$ cat src/rtl/mc_timer_pkg.sv
package mc_timer_pkg;

    typedef enum logic [1:0] {
        ST_IDLE = 2'd0,
        ST_RUN  = 2'd1,
        ST_HOLD = 2'd2
    } run_state_t;

    typedef enum logic [1:0] {
        EXT_NONE   = 2'd0,
        EXT_CLEAR  = 2'd1,
        EXT_SET    = 2'd2,
        EXT_TOGGLE = 2'd3
    } ext_act_t;

    typedef enum logic [1:0] {
        SRC_CLK  = 2'd0,
        SRC_RISE = 2'd1,
        SRC_FALL = 2'd2,
        SRC_BOTH = 2'd3
    } src_mode_t;

    localparam logic [3:0] A_CTRL = 4'd0;
    localparam logic [3:0] A_FLAG = 4'd1;
    localparam logic [3:0] A_TC   = 4'd2;
    localparam logic [3:0] A_PR   = 4'd3;
    localparam logic [3:0] A_PC   = 4'd4;
    localparam logic [3:0] A_MCFG = 4'd5;
    localparam logic [3:0] A_CCFG = 4'd6;
    localparam logic [3:0] A_EXT  = 4'd7;

endpackage

$ cat src/rtl/mc_timer_edge.sv
module mc_timer_edge #(
    parameter int N = 4
) (
    input  logic         clk,
    input  logic         rst_n,
    input  logic [N-1:0] pin,
    output logic [N-1:0] rise,
    output logic [N-1:0] fall
);

    logic [N-1:0] sync1, sync2, last;

    always_ff @(posedge clk or negedge rst_n) begin
        if (!rst_n) begin
            sync1 <= '0;
            sync2 <= '0;
            last  <= '0;
        end else begin
            sync1 <= pin;
            sync2 <= sync1;
            last  <= sync2;
        end
    end

    assign rise = sync2 & ~last;
    assign fall = ~sync2 & last;

endmodule

$ cat src/rtl/mc_timer_count.sv
module mc_timer_count
    import mc_timer_pkg::*;
#(
    parameter int W = 32
) (
    input  logic         clk,
    input  logic         rst_n,
    input  logic         ctrl_we,
    input  logic         ctrl_en,
    input  logic         ctrl_hold,
    input  logic         tc_we,
    input  logic         pc_we,
    input  logic [W-1:0] wdata,
    input  logic [W-1:0] pr,
    input  src_mode_t    src_mode,
    input  logic         src_rise,
    input  logic         src_fall,
    input  logic         hit_rst,
    input  logic         hit_stop,
    output logic [W-1:0] tc,
    output logic [W-1:0] pc,
    output run_state_t   state,
    output logic         advance
);

    run_state_t state_nx;
    logic       src_tick;
    logic       running;

    function automatic run_state_t ctrl_target(input logic en, input logic hold);
        return hold ? ST_HOLD : (en ? ST_RUN : ST_IDLE);
    endfunction

    // state register
    always_ff @(posedge clk or negedge rst_n) begin
        if (!rst_n) state <= ST_IDLE;
        else        state <= state_nx;
    end

    // transitions
    always_comb begin
        state_nx = state;
        unique case (state)
            ST_IDLE: if (ctrl_we) state_nx = ctrl_target(ctrl_en, ctrl_hold);
            ST_RUN: begin
                if (ctrl_we)       state_nx = ctrl_target(ctrl_en, ctrl_hold);
                else if (hit_stop) state_nx = ST_IDLE;
            end
            ST_HOLD: if (ctrl_we) state_nx = ctrl_target(ctrl_en, ctrl_hold);
            default: state_nx = ST_IDLE;
        endcase
    end

    // outputs of the machine: source tick and advance strobe
    always_comb begin
        unique case (src_mode)
            SRC_CLK:  src_tick = 1'b1;
            SRC_RISE: src_tick = src_rise;
            SRC_FALL: src_tick = src_fall;
            SRC_BOTH: src_tick = src_rise | src_fall;
            default:  src_tick = 1'b1;
        endcase
    end

    assign running = (state == ST_RUN);
    assign advance = running && src_tick && (pc == pr);

    always_ff @(posedge clk or negedge rst_n) begin
        if (!rst_n) begin
            tc <= '0;
            pc <= '0;
        end else if (state_nx == ST_HOLD) begin
            tc <= '0;
            pc <= '0;
        end else begin
            if (running && src_tick) pc <= (pc == pr) ? '0 : pc + 1'b1;
            if (advance) begin
                if (hit_rst)       tc <= '0;
                else if (!hit_stop) tc <= tc + 1'b1;
            end
            if (pc_we) pc <= wdata;
            if (tc_we) tc <= wdata;
        end
    end

    a_r2_pc_wrap: assert property (@(posedge clk) disable iff (!rst_n)
        (advance && !pc_we) |=> (pc == '0));

    a_r4_reset_zero: assert property (@(posedge clk) disable iff (!rst_n)
        (advance && hit_rst && !tc_we) |=> (tc == '0));

    a_r5_stop_idle: assert property (@(posedge clk) disable iff (!rst_n)
        (hit_stop && !ctrl_we) |=> (state == ST_IDLE));

    a_r6_reset_and_stop: assert property (@(posedge clk) disable iff (!rst_n)
        (hit_rst && hit_stop && !ctrl_we && !tc_we) |=> (tc == '0 && state == ST_IDLE));

    a_r11_hold_zero: assert property (@(posedge clk) disable iff (!rst_n)
        (state == ST_HOLD) |-> (tc == '0 && pc == '0));

endmodule

$ cat src/rtl/mc_timer_match.sv
module mc_timer_match
    import mc_timer_pkg::*;
#(
    parameter int N = 4,
    parameter int W = 32
) (
    input  logic                clk,
    input  logic                rst_n,
    input  logic [W-1:0]        tc,
    input  logic [N-1:0][W-1:0] mr,
    input  logic                advance,
    input  logic [N-1:0]        rst_en,
    input  logic [N-1:0]        stop_en,
    input  logic [N-1:0][1:0]   act,
    input  logic                ext_we,
    input  logic [N-1:0]        ext_wdata,
    output logic [N-1:0]        hit,
    output logic                hit_rst,
    output logic                hit_stop,
    output logic [N-1:0]        ext_out
);

    logic [N-1:0] ext_nx;

    for (genvar g = 0; g < N; g++) begin : g_cmp
        assign hit[g] = advance && (tc == mr[g]);

        a_r7_toggle: assert property (@(posedge clk) disable iff (!rst_n)
            (hit[g] && act[g] == 2'b11) |=> (ext_out[g] != $past(ext_out[g])));

        a_r7_set: assert property (@(posedge clk) disable iff (!rst_n)
            (hit[g] && act[g] == 2'b10) |=> ext_out[g]);

        a_r7_clear: assert property (@(posedge clk) disable iff (!rst_n)
            (hit[g] && act[g] == 2'b01) |=> !ext_out[g]);
    end

    assign hit_rst  = |(hit & rst_en);
    assign hit_stop = |(hit & stop_en);

    always_comb begin
        for (int i = 0; i < N; i++) begin
            ext_nx[i] = ext_we ? ext_wdata[i] : ext_out[i];
            if (hit[i]) begin
                unique case (ext_act_t'(act[i]))
                    EXT_NONE:   ext_nx[i] = ext_we ? ext_wdata[i] : ext_out[i];
                    EXT_CLEAR:  ext_nx[i] = 1'b0;
                    EXT_SET:    ext_nx[i] = 1'b1;
                    EXT_TOGGLE: ext_nx[i] = ~ext_out[i];
                    default:    ext_nx[i] = ext_out[i];
                endcase
            end
        end
    end

    always_ff @(posedge clk or negedge rst_n) begin
        if (!rst_n) ext_out <= '0;
        else        ext_out <= ext_nx;
    end

endmodule

$ cat src/rtl/mc_timer.sv
module mc_timer
    import mc_timer_pkg::*;
#(
    parameter int CNT_W = 32,
    parameter int NCH   = 4
) (
    input  logic             clk,
    input  logic             rst_n,
    input  logic             reg_we,
    input  logic [3:0]       reg_addr,
    input  logic [CNT_W-1:0] reg_wdata,
    output logic [CNT_W-1:0] reg_rdata,
    input  logic [NCH-1:0]   cap_in,
    output logic [NCH-1:0]   mat_out,
    output logic             irq
);

    localparam int SEL_W = (NCH > 1) ? $clog2(NCH) : 1;

    logic [CNT_W-1:0]            pr_q, tc, pc, rd_nx;
    logic [NCH-1:0][CNT_W-1:0]   mr_q, cr_q;
    logic [NCH-1:0]              m_irq_en, m_rst_en, m_stop_en;
    logic [NCH-1:0]              c_rise_en, c_fall_en, c_irq_en;
    logic [NCH-1:0][1:0]         ext_act;
    logic [NCH-1:0]              m_flag, c_flag, m_clr, c_clr;
    logic [NCH-1:0]              rise, fall, hit, cap_ev;
    logic [SEL_W-1:0]            src_sel;
    src_mode_t                   src_mode;
    run_state_t                  state;
    logic                        hit_rst, hit_stop, advance;
    logic we_ctrl, we_flag, we_tc, we_pr, we_pc, we_mcfg, we_ccfg, we_ext, we_mr;

    assign we_ctrl = reg_we && (reg_addr == A_CTRL);
    assign we_flag = reg_we && (reg_addr == A_FLAG);
    assign we_tc   = reg_we && (reg_addr == A_TC);
    assign we_pr   = reg_we && (reg_addr == A_PR);
    assign we_pc   = reg_we && (reg_addr == A_PC);
    assign we_mcfg = reg_we && (reg_addr == A_MCFG);
    assign we_ccfg = reg_we && (reg_addr == A_CCFG);
    assign we_ext  = reg_we && (reg_addr == A_EXT);
    assign we_mr   = reg_we && (reg_addr[3:2] == 2'b10);

    mc_timer_edge #(.N(NCH)) u_edge (
        .clk  (clk),
        .rst_n(rst_n),
        .pin  (cap_in),
        .rise (rise),
        .fall (fall)
    );

    mc_timer_count #(.W(CNT_W)) u_count (
        .clk      (clk),
        .rst_n    (rst_n),
        .ctrl_we  (we_ctrl),
        .ctrl_en  (reg_wdata[0]),
        .ctrl_hold(reg_wdata[1]),
        .tc_we    (we_tc),
        .pc_we    (we_pc),
        .wdata    (reg_wdata),
        .pr       (pr_q),
        .src_mode (src_mode),
        .src_rise (rise[src_sel]),
        .src_fall (fall[src_sel]),
        .hit_rst  (hit_rst),
        .hit_stop (hit_stop),
        .tc       (tc),
        .pc       (pc),
        .state    (state),
        .advance  (advance)
    );

    mc_timer_match #(.N(NCH), .W(CNT_W)) u_match (
        .clk      (clk),
        .rst_n    (rst_n),
        .tc       (tc),
        .mr       (mr_q),
        .advance  (advance),
        .rst_en   (m_rst_en),
        .stop_en  (m_stop_en),
        .act      (ext_act),
        .ext_we   (we_ext),
        .ext_wdata(reg_wdata[NCH-1:0]),
        .hit      (hit),
        .hit_rst  (hit_rst),
        .hit_stop (hit_stop),
        .ext_out  (mat_out)
    );

    // configuration registers
    always_ff @(posedge clk or negedge rst_n) begin
        if (!rst_n) begin
            pr_q      <= '0;
            mr_q      <= '0;
            src_mode  <= SRC_CLK;
            src_sel   <= '0;
            m_irq_en  <= '0;
            m_rst_en  <= '0;
            m_stop_en <= '0;
            c_rise_en <= '0;
            c_fall_en <= '0;
            c_irq_en  <= '0;
            ext_act   <= '0;
        end else begin
            if (we_ctrl) begin
                src_mode <= src_mode_t'(reg_wdata[3:2]);
                src_sel  <= reg_wdata[4 +: SEL_W];
            end
            if (we_pr) pr_q <= reg_wdata;
            if (we_mr) mr_q[reg_addr[1:0]] <= reg_wdata;
            for (int i = 0; i < NCH; i++) begin
                if (we_mcfg) begin
                    m_irq_en[i]  <= reg_wdata[3*i];
                    m_rst_en[i]  <= reg_wdata[3*i+1];
                    m_stop_en[i] <= reg_wdata[3*i+2];
                end
                if (we_ccfg) begin
                    c_rise_en[i] <= reg_wdata[3*i];
                    c_fall_en[i] <= reg_wdata[3*i+1];
                    c_irq_en[i]  <= reg_wdata[3*i+2];
                end
                if (we_ext) ext_act[i] <= reg_wdata[NCH+2*i +: 2];
            end
        end
    end

    // capture channels
    for (genvar g = 0; g < NCH; g++) begin : g_cap
        assign cap_ev[g] = (c_rise_en[g] & rise[g]) | (c_fall_en[g] & fall[g]);

        a_r8_capture: assert property (@(posedge clk) disable iff (!rst_n)
            cap_ev[g] |=> (cr_q[g] == $past(tc)));

        a_r3_flag_set: assert property (@(posedge clk) disable iff (!rst_n)
            (hit[g] && m_irq_en[g]) |=> m_flag[g]);
    end

    always_ff @(posedge clk or negedge rst_n) begin
        if (!rst_n) cr_q <= '0;
        else begin
            for (int i = 0; i < NCH; i++)
                if (cap_ev[i]) cr_q[i] <= tc;
        end
    end

    // sticky flags, write one to clear, new events win
    assign m_clr = we_flag ? reg_wdata[NCH-1:0]     : '0;
    assign c_clr = we_flag ? reg_wdata[2*NCH-1:NCH] : '0;

    always_ff @(posedge clk or negedge rst_n) begin
        if (!rst_n) begin
            m_flag <= '0;
            c_flag <= '0;
        end else begin
            m_flag <= (m_flag & ~m_clr) | (hit & m_irq_en);
            c_flag <= (c_flag & ~c_clr) | (cap_ev & c_irq_en);
        end
    end

    assign irq = |{m_flag, c_flag};

    // read path
    always_comb begin
        rd_nx = '0;
        case (reg_addr)
            A_CTRL: begin
                rd_nx[0]           = (state == ST_RUN);
                rd_nx[1]           = (state == ST_HOLD);
                rd_nx[3:2]         = src_mode;
                rd_nx[4 +: SEL_W]  = src_sel;
            end
            A_FLAG: rd_nx[2*NCH-1:0] = {c_flag, m_flag};
            A_TC:   rd_nx = tc;
            A_PR:   rd_nx = pr_q;
            A_PC:   rd_nx = pc;
            A_MCFG: for (int i = 0; i < NCH; i++)
                        rd_nx[3*i +: 3] = {m_stop_en[i], m_rst_en[i], m_irq_en[i]};
            A_CCFG: for (int i = 0; i < NCH; i++)
                        rd_nx[3*i +: 3] = {c_irq_en[i], c_fall_en[i], c_rise_en[i]};
            A_EXT: begin
                rd_nx[NCH-1:0] = mat_out;
                for (int i = 0; i < NCH; i++) rd_nx[NCH+2*i +: 2] = ext_act[i];
            end
            default: rd_nx = (reg_addr[3:2] == 2'b10) ? mr_q[reg_addr[1:0]]
                                                      : cr_q[reg_addr[1:0]];
        endcase
    end

    always_ff @(posedge clk or negedge rst_n) begin
        if (!rst_n) reg_rdata <= '0;
        else        reg_rdata <= rd_nx;
    end

endmodule

$ cat config.mk
export PLATFORM = sky130hd
export DESIGN_NAME = mc_timer
export DESIGN_NICKNAME = d
export VERILOG_FILES = /design/src/rtl/mc_timer_pkg.sv /design/src/rtl/mc_timer_edge.sv /design/src/rtl/mc_timer_count.sv /design/src/rtl/mc_timer_match.sv /design/src/rtl/mc_timer.sv
export SDC_FILE = /design/constraint.sdc
export NUM_CORES = 1
export LEC_CHECK = 0
export BUFFER_PORTS_ARGS = -buffer_cell sky130_fd_sc_hd__buf_2
export CAP_MARGIN = 0
export CORE_MARGIN = 5
export CORE_UTILIZATION = 29
export DETAILED_ROUTE_END_ITERATION = 7
export PLACE_DENSITY = 0.5
export SETUP_SLACK_MARGIN = 0.15
export SLEW_MARGIN = 25
export SYNTH_ARGS = -nofsm -noshare
export SYNTH_HDL_FRONTEND = slang
export SYNTH_SLANG_ARGS = --single-unit
$ cat constraint.sdc
create_clock -name clk -period 5.7 [get_ports clk]
set_input_delay 0.855 -clock clk [delete_from_list [all_inputs] [get_ports clk]]
set_output_delay 0.855 -clock clk [all_outputs]
set_load 0.05 [all_outputs]
# == Word level (Yosys, flattened, before mapping) ==
# Cells that the tools add are included.
# word_totals
reg_bits,446
output_inout_bits,37
elab_cells,177
inputBits,43
# classes
reduce_logical,32
addsub,2
n_lt_le_gt_ge,3
bitwise_logic,31
eq_ne,32
mux,46
# ops
operator,count
$mux W32,13
$eq A32 B32 Y1,5
$bmux W32 S2,2
$bwmux W128,1
$pmux W20 S4,1
$add A32 B1 Y32 const B,2
$demux W32 S2,1
$pmux W6 S8,1
$and A4 B4 Y4,8
$pmux W4 S7,1
$eq A2 B2 Y1 const B,13
$pmux W1 S4,5
$eq A4 B3 Y1 const B,4
$logic_and A1 B1 Y1,16
$not A4 Y4,4
$pmux W2 S8,1
$eq A2 B1 Y1 const B,6
$logic_not A2 Y1,6
$mux W1,11
$and A1 B1 Y1,8
$eq A4 B2 Y1 const B,2
$mux W2,4
$mux W4,2
$or A4 B4 Y4,2
other kinds (15),27

# == Depth between registers and ports, before layout ==
# logic_depth
depth_word,17
depth_mapped,11
ltp_nobuf,9

# == Modules after synthesis ==
# A second synthesis with hierarchy kept.
# hier_totals
cells_unflattened,1957
hier_area_um2,23715.2
# modules_own_cells
mod,area_each_um2,seq_area_each_um2,n_inst,cells_each
mc_timer,16409.5,9108.7,1,1075
mc_timer_count,4862.2,1651.6,1,599
mc_timer_match,2073.2,100.1,1,263
mc_timer_edge,370.4,300.3,1,20

# == Least setup slack after synthesis ==
# OpenSTA, ideal clock, no wires.
# synth_timing
kind,input to register
startpoint,input reg_addr[3]
endpoint,register u_count.tc[12]
path_buffers,1
setup_time_ns,0.066
path_slack_ns,2.923
arrival_time_ns,2.711
path_stages,9
required_ns,5.634
cell_sequence,or2_1 > clkbuf_1 > nor4b_4 > nand2b_1 > o211ai_1 > inv_2 > or4_1 > o31a_1 > nand2_1
# synth_via
elab_chain_len,7
elab_cells_between_ends,13
cone_classes,eq/ne (3); mux (5); reduce/logical (5)
# synth_rtl
element,line,rtl
start: declaration,mc_timer.sv:10,"input logic [3:0] reg_addr,"
$logic_not A4 Y1,mc_timer.sv:33,assign we_ctrl = reg_we && (reg_addr == A_CTRL);
$logic_and A1 B1 Y1,mc_timer.sv:33,
$mux W2 (on tied branches),"mc_timer_count.sv:44, mc_timer_count.sv:49, mc_timer_count.sv:46",
$pmux W2 S2,mc_timer_count.sv:43,unique case (state)
$eq A2 B2 Y1,mc_timer_count.sv:72,end else if (state_nx == ST_HOLD) begin
$ne A4 B3 Y1 (no source line) or $reduce_bool A3 Y1 (tied branches),-,
$reduce_and A2 Y1 (no source line),-,
end signal: assignment,mc_timer_count.sv:79,else if (!hit_stop) tc <= tc + 1'b1;
end signal: assignment,mc_timer_count.sv:82,if (tc_we) tc <= wdata;
end: declaration,mc_timer_count.sv:20,"output logic [W-1:0] tc,"
# Several ways; a longest one is shown, not always the timed one.
# A chain may end at the register's enable or synchronous reset.

# == Final worst setup path ==
# layout_timing
startpoint,register u_count.tc[3]
endpoint,register u_count.tc[10]
# layout_via
elab_chain_len,10
elab_cells_between_ends,25
cone_classes,add/sub (1); eq/ne (6); mux (8); bitwise (2); reduce/logical (8)
# layout_rtl
element,line,rtl
$eq A32 B32 Y1,mc_timer_match.sv:26,assign hit[g] = advance && (tc == mr[g]);
$logic_and A1 B1 Y1,mc_timer_match.sv:26,
$and A4 B4 Y4,mc_timer_match.sv:39,assign hit_stop = |(hit & stop_en);
$reduce_or A4 Y1,mc_timer_match.sv:39,
$mux W2,mc_timer_count.sv:47,else if (hit_stop) state_nx = ST_IDLE;
$mux W2,mc_timer_count.sv:46,"if (ctrl_we) state_nx = ctrl_target(ctrl_en, ctrl_hold);"
$pmux W2 S2,mc_timer_count.sv:43,
$eq A2 B2 Y1,mc_timer_count.sv:72,
$ne A4 B3 Y1 (no source line) or $reduce_bool A3 Y1 (tied branches),-,
$reduce_and A2 Y1 (no source line),-,
# Several ways; a longest one is shown, not always the timed one. The select of a mux whose other input is x is not followed.

==> flow_summary_export.csv <==
group,metric,value,unit
run_status,status,"finished, final reports clean",
global_routing,track_usage,18.12,%
logic_synthesis,synthArstFlopShare,100.0,%
logic_synthesis,synth.ff_latch_count,446,
critical_path,worstSetupStartpointType,"flip-flop",
die,coreArea,0.08029,mm2
logic_synthesis,synth_cell_types,83,
critical_path,slowest_delay,0.91,ns
global_routing,grt_pass1_vias,16870,
global_routing,antenna_found_initial,10,
logic_synthesis,postSynthAreaPerCell,12.17,um2
die,die_h,294.3,um
clock_network,numCtsBuffers,49,
clock_network,cts_resized,0,
route,wl_per_cell,26.39,um
logic_synthesis,synthesis.area,0.02343,mm2
clock_network,cts_hold_buf,0,
job,drv_cap,0,
critical_path,worst-setup-path-type,"reg -> reg",
critical_path,rrSetupSlack,1.75,ns
pwr,peakVddDrop,0.2222,mV
die,dieArea,0.08658,mm2
logic_synthesis,synth_compound_area_share,7.647,%
global_routing,grt_max_degree,146,
critical_path,critPathArrivalTime,4.41,ns
critical_path,crit_path_end_kind,"flip-flop",
route,drc,0,
clock_network,cts.htree.levels,2,
cells_and_area,syn_to_final_growth,12.47,%
sta,post-route-min-period,3.952,ns
critical_path,cp_max_fo,19,
place,dp_hpwl,55.76,mm
logic_synthesis,yosys.area_share.simple,10.20,%
sta,setup_violations,0,
logic_synthesis,ys.flop_type,"dfrtp_1",
clock_network,cts_tree,"built",
pwr,total_power,0.009711,W
critical_path,r2r_end,"u_count.tc[10]",
route,ant_nets,0,
cells_and_area,drive_above_1_share,33.83,%
sta,grt_setup_unrepaired,"no",
sta,fin_crit_sh,69.33,%
route,drt-initial-drc-count,1740,
sta,slew_viol_final,0,
die,pin_count,80,
global_routing,grt_remaining_overflow,0,
clock_network,postCtsSetupBuffers,0,
clock_network,root_buffer,"clkbuf_16",
route,totalWireLength,79.55,mm
global_routing,grt_first_pass_wirelength,118.6,mm
die,die_w,294.3,um
die,row_count,104,
logic_synthesis,synth-xor-area-share,6.803,%
clock_network,clk_path_buf_depth,3,
logic_synthesis,synth_fa_ha_area_share,0.1068,%
logic_synthesis,yosysSeqAreaShare,47.63,%
cells_and_area,nets,1958,
logic_synthesis,synth_nets,1971,
logic_synthesis,synthMuxAreaShare,23.73,%
clock_network,clk_pin_slew_worst_paths,0.07,ns
sta,finClkSkew,0.03794,ns
cells_and_area,fillers,7958,
critical_path,crit_family,"simple AND/OR/NAND/NOR gates",
logic_synthesis,synth_edf_count,0,
logic_synthesis,yosys_warnings,0,
critical_path,critPathRequiredTime,6.16,ns
min_path,hold_path.class,"in -> async",
sta,clock.fmax,253.0,MHz
critical_path,worst-path-buf-inv,0,
clock_network,clock_latency,0.61,ns
place,io_buffers,79,
critical_path,worstRegToRegCells,8,
die,initial_core_util,29.18,%
route,viasPerCell,5.466,
critical_path,slowest_stage,"dfrtp_1",
critical_path,path_cells,"xnor2_1, nand4_1, nor4_1, nand3_1, and4_4, o21ai_4, nand2_1, a2bb2oi_1",
critical_path,crit_cells,8,
sta,tns,0,ns
clock_network,cts_sinks,446,
place,gp_congestion,0.8792,
sta,worst_pin_slew,1.015,ns
sta,timing.slew.headroom,31.69,%
pwr,p_leak,10.84,nW
sta,hold_violations,0,
route,drt_first_pass_iters,8,
logic_synthesis,synth_top_family_by_area,"multiplexers",
logic_synthesis,syn_inst,1926,
pwr,power_density,368.5,mW/mm2
route,vias,16480,
critical_path,r2r-start,"u_count.tc[3]",
[power breakdown]
group          leakage, nW  switching (W)  internal (W)  total, W
registers             5.79       0.000560       0.00369   0.00425
clock network        0.827        0.00137       0.00200   0.00337
logic                 4.22        0.00113      0.000963   0.00209
[layout by cell type (no fill, tap or decap), types with 29 or more instances in the layout]
cell type  count
dfrtp_1      446
mux4_2        66
xnor2_1      175
clkbuf_16     51
a22oi_1       32
nand3_1       41
nor2_1        49
mux2_2       359
nand2_1      144
nand4_1       58
o21ai_0       29
buf_2         76
[flip-flops by register name, indices dropped and copies added, names as in the netlist, 8 cells and up]
name	count
pr_q	32
u_count.pc	32
cr_q	128
mr_q	128
u_count.tc	32
ext_act	8
reg_rdata	32
[cell usage after synthesis (all sizes together), types with 3 or more instances]
library cell,n,share of area (%)
a211oi,6,0.19
a21o,6,0.19
a21oi,28,0.61
a221oi,7,0.26
a222oi,24,1.0
a22o,15,0.56
a22oi,32,1.0
a2bb2oi,9,0.34
a311oi,4,0.15
a31oi,27,0.72
a32o,5,0.21
and2,8,0.21
and3,19,0.51
and4,3,0.13
buf,79,2.2
clkbuf,91,1.5
dfrtp,446,48
inv,13,0.23
mux2,359,17
mux2i,3,0.13
mux4,66,6.3
nand2,148,2.4
nand2b,13,0.38
nand3,46,1.1
nand3b,4,0.13
nand4,59,1.6
nor2,56,0.98
nor2b,12,0.35
nor3,22,0.47
nor3b,4,0.13
nor4,20,0.68
o211ai,20,0.66
o21ai,35,0.80
o21bai,4,0.13
o311a,5,0.21
o31ai,3,0.096
or2,4,0.11
or3,9,0.26
or4,12,0.40
xnor2,175,6.5
xor2,7,0.26
[final cells by class]
type	instances	area (um2)	share of cell area (%)
tap	1060	1326	5.033
clock buffer	64	1395	5.294
sequential	446	11160	42.35
multi-input combinational	1296	11430	43.37
timing repair buffer	107	674.4	2.559
clock inverter	25	302.8	1.149
antenna	4	10.01	0.03798
inverter	13	53.80	0.2041
[cell families after synthesis]
logic type | after synthesis
and+or+nand+nor | 444
AOI/OAI and AO/OA | 240
adders and majority gates | 2
xor gates and xnor gates | 182
buffers and inverters | 184
DFF | 446
muxes | 428
[per-stage QoR]
| stage | setup slack (ns) | util [%] | area [um2] | instances | hold WS (ns) |
|---|---|---|---|---|---|
| after floorplan | 2.923 | - | 23430 | 1926 | 0.3312 |
| after detailed placement | 1.451 | 30.67 | 24620 | 2922 | 0.3425 |
| after CTS | 1.894 | 32.78 | 26320 | 3011 | 0.3131 |
| final | 1.748 | 32.82 | 26350 | 3015 | 0.2800 |
| after global placement | 1.535 | 30.60 | 24570 | 2920 | 0.3429 |
| after global routing | 1.651 | 32.81 | 26340 | 3011 | 0.3341 |
[routing by layer]
layer  global-route usage [%]  up-vias  part of all wire, %
met5                        0        -                0.077
li1                         -     7076                    -
met1                    25.41     8686                   44
met2                    29.31      589                   47
met4                    4.312       10                  2.4
met3                    3.285      120                  6.7
[worst max-delay path by stage]
stage	to	from
after global routing	u_count.tc[10]	u_count.tc[13]
final	u_count.tc[10]	u_count.tc[3]
after global placement	u_count.tc[4]	reg_addr[3]
after detailed placement	u_count.tc[4]	reg_addr[3]
after CTS	u_count.tc[10]	u_count.tc[21]
after floorplan	u_count.tc[12]	reg_addr[3]
Note: power is estimated with default switching activity, not from simulation.
